### src/rtl/i2c10s_pkg.sv
package i2c10s_pkg;

    localparam int BYTE_W   = 8;
    localparam int ADDR_W   = 10;
    localparam int HI_W     = ADDR_W - BYTE_W;
    localparam int CNT_W    = $clog2(BYTE_W + 1);
    localparam int PFX_W    = BYTE_W - HI_W - 1;

    localparam logic [PFX_W-1:0] HDR_PREFIX = 5'b11110;

    localparam logic [1:0] REG_DATA = 2'd0;
    localparam logic [1:0] REG_STAT = 2'd1;
    localparam logic [1:0] REG_CTRL = 2'd2;
    localparam logic [1:0] REG_ADDR = 2'd3;

    typedef enum logic [3:0] {
        ST_IDLE,
        ST_ADR_HI,
        ST_ACK_HI,
        ST_ADR_LO,
        ST_ACK_LO,
        ST_DATA,
        ST_HOLD,
        ST_ACK_DAT,
        ST_SKIP
    } rx_state_e;

    typedef struct packed {
        logic              en;
        logic              nak;
        logic [HI_W-1:0]   addr_hi;
        logic [BYTE_W-1:0] addr_lo;
    } cfg_t;

    typedef struct packed {
        logic              rx_load;
        logic [BYTE_W-1:0] rx_byte;
        logic              match_set;
        logic              stop_set;
        logic              dir_set;
        logic              dir_val;
        logic              nak_used;
    } evt_t;

    // upper seven bits of a 10-bit header: prefix plus address bits [9:8]
    function automatic logic hdr_hit(input logic [BYTE_W-1:0] b,
                                     input logic [HI_W-1:0]   hi);
        return (b[BYTE_W-1 -: PFX_W] == HDR_PREFIX) && (b[HI_W:1] == hi);
    endfunction

    // states after the full address matched
    function automatic logic is_addressed(input rx_state_e s);
        return (s == ST_ACK_LO) || (s == ST_DATA) ||
               (s == ST_HOLD)   || (s == ST_ACK_DAT);
    endfunction

endpackage

### src/rtl/i2c10s_line_sync.sv
module i2c10s_line_sync #(
    parameter int STAGES = 2
) (
    input  logic clk,
    input  logic rst,
    input  logic scl_i,
    input  logic sda_i,
    output logic sda_s,
    output logic scl_rise,
    output logic scl_fall,
    output logic start_det,
    output logic stop_det
);

    logic [STAGES-1:0] scl_pipe;
    logic [STAGES-1:0] sda_pipe;
    logic              scl_q;
    logic              sda_q;
    logic              scl_s;

    generate
        for (genvar g = 0; g < STAGES; g++) begin : g_stage
            always_ff @(posedge clk) begin
                if (rst) begin
                    scl_pipe[g] <= 1'b1;
                    sda_pipe[g] <= 1'b1;
                end else if (g == 0) begin
                    scl_pipe[g] <= scl_i;
                    sda_pipe[g] <= sda_i;
                end else begin
                    scl_pipe[g] <= scl_pipe[(g == 0) ? 0 : g-1];
                    sda_pipe[g] <= sda_pipe[(g == 0) ? 0 : g-1];
                end
            end
        end
    endgenerate

    assign scl_s = scl_pipe[STAGES-1];
    assign sda_s = sda_pipe[STAGES-1];

    always_ff @(posedge clk) begin
        if (rst) begin
            scl_q <= 1'b1;
            sda_q <= 1'b1;
        end else begin
            scl_q <= scl_s;
            sda_q <= sda_s;
        end
    end

    assign scl_rise  =  scl_s & ~scl_q;
    assign scl_fall  = ~scl_s &  scl_q;
    assign start_det =  scl_s &  scl_q &  sda_q & ~sda_s;
    assign stop_det  =  scl_s &  scl_q & ~sda_q &  sda_s;

endmodule

### src/rtl/i2c10s_rx_fsm.sv
module i2c10s_rx_fsm
    import i2c10s_pkg::*;
(
    input  logic clk,
    input  logic rst,
    input  cfg_t cfg,
    input  logic rx_full,
    input  logic sda_s,
    input  logic scl_rise,
    input  logic scl_fall,
    input  logic start_det,
    input  logic stop_det,
    output evt_t ev,
    output logic sda_oe,
    output logic scl_oe
);

    rx_state_e         st;
    logic [CNT_W-1:0]  cnt;
    logic [BYTE_W-1:0] shreg;
    logic              byte_done;

    assign byte_done = scl_fall && (cnt == CNT_W'(BYTE_W));

    always_ff @(posedge clk) begin
        ev <= '0;
        if (rst) begin
            st     <= ST_IDLE;
            cnt    <= '0;
            shreg  <= '0;
            sda_oe <= 1'b0;
            scl_oe <= 1'b0;
        end else if (!cfg.en) begin
            st     <= ST_IDLE;
            cnt    <= '0;
            sda_oe <= 1'b0;
            scl_oe <= 1'b0;
        end else if (start_det) begin
            if (is_addressed(st)) ev.stop_set <= 1'b1;
            st     <= ST_ADR_HI;
            cnt    <= '0;
            sda_oe <= 1'b0;
            scl_oe <= 1'b0;
        end else if (stop_det) begin
            if (is_addressed(st)) ev.stop_set <= 1'b1;
            st     <= ST_IDLE;
            cnt    <= '0;
            sda_oe <= 1'b0;
            scl_oe <= 1'b0;
        end else begin
            if (scl_rise && (cnt != CNT_W'(BYTE_W))) begin
                shreg <= {shreg[BYTE_W-2:0], sda_s};
                cnt   <= cnt + 1'b1;
            end
            unique case (st)
                ST_ADR_HI: if (byte_done) begin
                    if (hdr_hit(shreg, cfg.addr_hi)) begin
                        ev.dir_set <= 1'b1;
                        ev.dir_val <= shreg[0];
                    end
                    if (hdr_hit(shreg, cfg.addr_hi) && !shreg[0]) begin
                        sda_oe <= 1'b1;
                        st     <= ST_ACK_HI;
                    end else begin
                        st     <= ST_SKIP;
                    end
                end
                ST_ACK_HI: if (scl_fall) begin
                    sda_oe <= 1'b0;
                    cnt    <= '0;
                    st     <= ST_ADR_LO;
                end
                ST_ADR_LO: if (byte_done) begin
                    if (shreg == cfg.addr_lo) begin
                        sda_oe       <= 1'b1;
                        ev.match_set <= 1'b1;
                        st           <= ST_ACK_LO;
                    end else begin
                        st           <= ST_SKIP;
                    end
                end
                ST_ACK_LO, ST_ACK_DAT: if (scl_fall) begin
                    sda_oe <= 1'b0;
                    cnt    <= '0;
                    st     <= ST_DATA;
                end
                ST_DATA: if (byte_done) begin
                    st <= ST_HOLD;
                end
                ST_HOLD: begin
                    if (rx_full) begin
                        scl_oe <= 1'b1;
                    end else begin
                        scl_oe      <= 1'b0;
                        ev.rx_load  <= 1'b1;
                        ev.rx_byte  <= shreg;
                        ev.nak_used <= cfg.nak;
                        sda_oe      <= !cfg.nak;
                        st          <= ST_ACK_DAT;
                    end
                end
                default: ;
            endcase
        end
    end

    AST_OFF_RELEASES: assert property (@(posedge clk) disable iff (rst)
        !cfg.en |=> (!sda_oe && !scl_oe));

    AST_HOLD_NEEDS_FULL: assert property (@(posedge clk) disable iff (rst)
        (scl_oe && !rx_full) |=> !scl_oe);

endmodule

### src/rtl/i2c10s_host_regs.sv
module i2c10s_host_regs
    import i2c10s_pkg::*;
(
    input  logic              clk,
    input  logic              rst,
    input  logic [1:0]        host_addr,
    input  logic              host_wr,
    input  logic              host_rd,
    input  logic [BYTE_W-1:0] host_wdata,
    input  evt_t              ev,
    output cfg_t              cfg,
    output logic              rx_full,
    output logic [BYTE_W-1:0] host_rdata,
    output logic              irq
);

    logic [BYTE_W-1:0] rx_data;
    logic              f_match;
    logic              f_stop;
    logic              f_dir;
    logic              wr_ctrl;
    logic              rd_stat;
    logic              rd_data;

    assign wr_ctrl = host_wr && (host_addr == REG_CTRL);
    assign rd_stat = host_rd && (host_addr == REG_STAT);
    assign rd_data = host_rd && (host_addr == REG_DATA);

    always_ff @(posedge clk) begin
        if (rst) begin
            cfg     <= '0;
            rx_data <= '0;
            rx_full <= 1'b0;
            f_match <= 1'b0;
            f_stop  <= 1'b0;
            f_dir   <= 1'b0;
        end else begin
            if (wr_ctrl) begin
                cfg.en      <= host_wdata[0];
                cfg.nak     <= host_wdata[1];
                cfg.addr_hi <= host_wdata[5:4];
            end else if (ev.nak_used) begin
                cfg.nak     <= 1'b0;
            end
            if (host_wr && (host_addr == REG_ADDR)) cfg.addr_lo <= host_wdata;

            if (ev.rx_load) begin
                rx_data <= ev.rx_byte;
                rx_full <= 1'b1;
            end else if (rd_data) begin
                rx_full <= 1'b0;
            end

            if (ev.match_set)   f_match <= 1'b1;
            else if (rd_stat)   f_match <= 1'b0;

            if (ev.stop_set)    f_stop  <= 1'b1;
            else if (rd_stat)   f_stop  <= 1'b0;

            if (ev.dir_set)     f_dir   <= ev.dir_val;
        end
    end

    always_comb begin
        unique case (host_addr)
            REG_DATA: host_rdata = rx_data;
            REG_STAT: host_rdata = {4'b0, f_dir, f_stop, f_match, rx_full};
            REG_CTRL: host_rdata = {2'b0, cfg.addr_hi, 2'b0, cfg.nak, cfg.en};
            default:  host_rdata = cfg.addr_lo;
        endcase
    end

    assign irq = rx_full | f_match | f_stop;

    AST_MATCH_RAISES_IRQ: assert property (@(posedge clk) disable iff (rst)
        ev.match_set |=> (f_match && irq));

    AST_STAT_READ_CLEARS: assert property (@(posedge clk) disable iff (rst)
        (rd_stat && !ev.match_set && !ev.stop_set) |=> (!f_match && !f_stop));

    AST_LOAD_SETS_FULL: assert property (@(posedge clk) disable iff (rst)
        ev.rx_load |=> (rx_full && irq));

    AST_DATA_READ_CLEARS: assert property (@(posedge clk) disable iff (rst)
        (rd_data && !ev.rx_load) |=> !rx_full);

    AST_NAK_ONE_SHOT: assert property (@(posedge clk) disable iff (rst)
        (ev.nak_used && !wr_ctrl) |=> !cfg.nak);

endmodule

### src/rtl/i2c10_slave.sv
module i2c10_slave
    import i2c10s_pkg::*;
#(
    parameter int SYNC_STAGES = 2
) (
    input  logic       clk,
    input  logic       rst,
    input  logic       scl_i,
    input  logic       sda_i,
    output logic       scl_oe,
    output logic       sda_oe,
    input  logic [1:0] host_addr,
    input  logic       host_wr,
    input  logic       host_rd,
    input  logic [7:0] host_wdata,
    output logic [7:0] host_rdata,
    output logic       irq
);

    logic sda_s, scl_rise, scl_fall, start_det, stop_det;
    cfg_t cfg;
    evt_t ev;
    logic rx_full;

    i2c10s_line_sync #(.STAGES(SYNC_STAGES)) sync_i (
        .clk       (clk),
        .rst       (rst),
        .scl_i     (scl_i),
        .sda_i     (sda_i),
        .sda_s     (sda_s),
        .scl_rise  (scl_rise),
        .scl_fall  (scl_fall),
        .start_det (start_det),
        .stop_det  (stop_det)
    );

    i2c10s_rx_fsm fsm_i (
        .clk       (clk),
        .rst       (rst),
        .cfg       (cfg),
        .rx_full   (rx_full),
        .sda_s     (sda_s),
        .scl_rise  (scl_rise),
        .scl_fall  (scl_fall),
        .start_det (start_det),
        .stop_det  (stop_det),
        .ev        (ev),
        .sda_oe    (sda_oe),
        .scl_oe    (scl_oe)
    );

    i2c10s_host_regs regs_i (
        .clk        (clk),
        .rst        (rst),
        .host_addr  (host_addr),
        .host_wr    (host_wr),
        .host_rd    (host_rd),
        .host_wdata (host_wdata),
        .ev         (ev),
        .cfg        (cfg),
        .rx_full    (rx_full),
        .host_rdata (host_rdata),
        .irq        (irq)
    );

endmodule

### config.mk
export PLATFORM = sky130hd
export DESIGN_NAME = i2c10_slave
export DESIGN_NICKNAME = d
export VERILOG_FILES = /design/src/rtl/i2c10s_pkg.sv /design/src/rtl/i2c10s_line_sync.sv /design/src/rtl/i2c10s_rx_fsm.sv /design/src/rtl/i2c10s_host_regs.sv /design/src/rtl/i2c10_slave.sv
export SDC_FILE = /design/constraint.sdc
export NUM_CORES = 1
export LEC_CHECK = 0
export BUFFER_PORTS_ARGS = -buffer_cell sky130_fd_sc_hd__buf_2
export CAP_MARGIN = 0
export CORE_MARGIN = 2
export CORE_UTILIZATION = 62
export DETAILED_ROUTE_END_ITERATION = 7
export PLACE_DENSITY = 0.83
export SLEW_MARGIN = 20
export SYNTH_ARGS = -nofsm -noshare
export SYNTH_HDL_FRONTEND = slang
export SYNTH_SLANG_ARGS = --single-unit
### constraint.sdc
create_clock -name clk -period 4 [get_ports clk]
set_input_delay 0.8 -clock clk [delete_from_list [all_inputs] [get_ports clk]]
set_output_delay 0.8 -clock clk [all_outputs]
set_load 0.005 [all_outputs]
==> results.toml <==
[final_layout]
num_antenna_cells = 0
drive_gt1_share_pct = 20.1
area_growth_pct = 12.5
fin_nets = 306
final_util_pct = 73.4

[min_path]
hold_path_class = "reg2reg"

[sta]
min_period_over_period_pct = 61.6
max_freq_mhz = 406
finalHoldViolations = 0
fin_crit_ns = 2.46
layout_setup_ws_ns = 1.54
final-setup-viol-count = 0
tightest_slew_ns = 0.639
skew_ns = 0.00764
slew_headroom_pct = 57.4
report.final.slew_viol_count = 0
fin_setup_tns_ns = 0
rsz0062_at_grt = "false"

[critical_path]
crit_type = "in2out"
crit_chain = "buf_2 -> mux2_2 -> a22o_1 -> buf_2"
cp_data_arrival_time_ns = 1.66
cp_num_cells = 4
cp_top_family = "multiplexers"
cp.required_ns = 3.20
path_max_fanout = 11
reg2reg_from = "fsm_i.cnt[0]"
critical_path.slowest_cell = "mux2_2"
setup.worst_path.end_class = "primary output"
crit_path_frequent_cell = "buf_2"
max_stage_delay_ns = 0.36
startpoint_type = "primary input"
reg2reg_slack_ns = 1.97
crit_path_start = "host_addr[1]"
rr_worst_depth = 7
endpoint = "host_rdata[2]"
reg2reg_to = "fsm_i.shreg[1]"
cp_num_buf_inv = 2

[drt]
vias = 1962
drc_errors = 0
via_per_inst = 5.72
wire_per_inst_um = 15.5
drt_wl_total_um = 5320
dr.pass1.iters = 4
first_iter_violations = 90
antenna_left = 0

[power]
finalPower_uw = 1200
max-vdd-ir-drop_mv = 0.325
powerDensity_mw_per_mm2 = 404
leakagePower_uw = 0.00125

[yosys]
syn_nets = 280
synthCells = 262
synth_seq_area_share_pct = 46.9
synth_enable_flop_cells = 0
synthTopCellsByArea = "dfxtp_1 47%, mux2i_1 13%, nor2_1 6.1%"
synth_cell_types = 51
ys.flop_type = "dfxtp_1"
avgSynthCellArea_um2 = 10.1
ys_warn_count = 0
async_flop_share_pct = 0
synth_top_area_share_pct = 46.9
syn-cell-area_mm2 = 0.00265
ys_ff_latch = 62
synth_top_area_cell = "dfxtp_1"

[grt]
grt_pass1_wl_um = 8760
grt.overflow.total = 0
track_usage_pct = 23.5
antenna_found_initial = 0
grt_max_degree = 40
grt_pass1_vias = 1882

[place]
portBuffers = 26
gp_congestion = 0.860
dpl.hpwl_um = 3770
post-place-ws_ns = 1.53

[outcome]
status = "complete, no violations"

[clock_tree]
htree_levels = 3
clk_path_buf_depth = 2
ctsHoldBuffers = 0
clk_latency_ns = 0.35
cts_root_buf = "clkbuf_8"
postCtsSetupBuffers = 0
clock_sinks = 62
cts_resized = 0
cts_tree = "built"
path_clk_slew_ns = 0.07
numCtsBuffers = 9

[die]
die_area_mm2 = 0.00481
io_pins = 27
rows = 23
dieHeight_um = 69.4
dieWidth_um = 69.4
fp.coreArea_mm2 = 0.00406
initial_core_util_pct = 65.3

[run]
cap_violations = 0
## routing by layer
| layer | GRT usage [%] | wire (um) |
|---|---|---|
| met5 | 0 | 0 |
| met4 | 10.2 | 123 |
| met3 | 7.12 | 320 |
| met2 | 36.8 | 2420 |
| met1 | 30.0 | 2460 |
## cells by family (layout without fill, tap and decap cells)
logic type      count (synthesis)  after routing  share of synthesized area (%)
xor+xnor                       15             15                           4.96
flops                          62             62                           46.9
buf+inv                        14             45                           2.36
compound gates                 25             25                           7.79
simple gates                  104            104                           20.8
fa+ha+maj                       2              2                          0.945
mux                            40             40                           16.3
## cells in the mapped netlist, types with 2 or more instances
library cell,count
nor2_1,43
nand2b_1,5
dfxtp_1,62
a21oi_1,5
o2bb2ai_1,3
buf_2,2
mux2_2,2
nor4_1,2
a22o_1,4
or2_2,6
nor2b_1,3
mux4_2,2
nor3_1,4
nor3b_1,2
mux2i_1,35
xor2_1,4
nand3_1,2
nand2_1,7
inv_1,3
clkbuf_1,8
or3_1,3
ha_1,2
nand3b_1,2
and2_1,11
o21ai_0,2
nand4_1,3
xnor2_1,11
## layout by cell type, fill, tap and decap left out, drive strengths merged, types with 3 or more instances in the layout
cell	Yosys	layout
buf	3	26
xnor2	11	11
a21oi	5	5
and2	12	12
or2	6	6
xor2	4	4
nor2b	3	3
o2bb2ai	3	3
or3	3	3
nor2	43	43
a22o	4	4
clkbuf	8	9
nand2	7	7
nor3	5	5
nand4	3	3
clkinv	0	4
dfxtp	62	62
mux2i	36	36
nor3b	3	3
inv	3	3
nand2b	5	5
## power breakdown
| part | switching (uW) | total [uW] | internal (uW) |
|---|---|---|---|
| Combinational | 27.4 | 50.7 | 23.3 |
| Sequential | 6.85 | 631 | 624 |
| Clock | 240 | 523 | 282 |
| Total | 275 | 1200 | 930 |
## worst min path at each step
stage	startpoint	to	depth (start not counted)
global route	sync_i.scl_pipe[0]	sync_i.scl_s	1
global placement	sync_i.scl_pipe[0]	sync_i.scl_s	1
floorplan	sync_i.scl_pipe[0]	sync_i.scl_s	1
detailed placement	sync_i.scl_pipe[0]	sync_i.scl_s	1
CTS	sync_i.scl_pipe[0]	sync_i.scl_s	1
finish	sync_i.scl_pipe[0]	sync_i.scl_s	1
## registers in the layout, indices dropped and copies added, names as in the netlist, 4 cells and up
name / count
fsm_i.ev: 14
regs_i.cfg: 12
fsm_i.shreg: 8
regs_i.rx_data: 8
fsm_i.cnt: 4
fsm_i.st: 4
## stage by stage
stage          area, um2  instances  hold slack, ns
6_report            2980        343           0.414
3_5_place_dp        2790        327           0.398
4_1_cts             2980        343           0.418
3_3_place_gp        2790        327           0.393
5_1_grt             2980        343           0.430
2_1_floorplan       2650        262           0.389
## final cells by class
class / instances / area [um2]
multi-input combinational: 186 / 1350
inverter: 3 / 11.3
sequential: 62 / 1240
clock inverter: 7 / 65.1
fill: 301 / 1080
clock buffer: 9 / 124
timing repair buffer: 26 / 130
tap: 50 / 62.6
(Power assumes the default switching activity.)
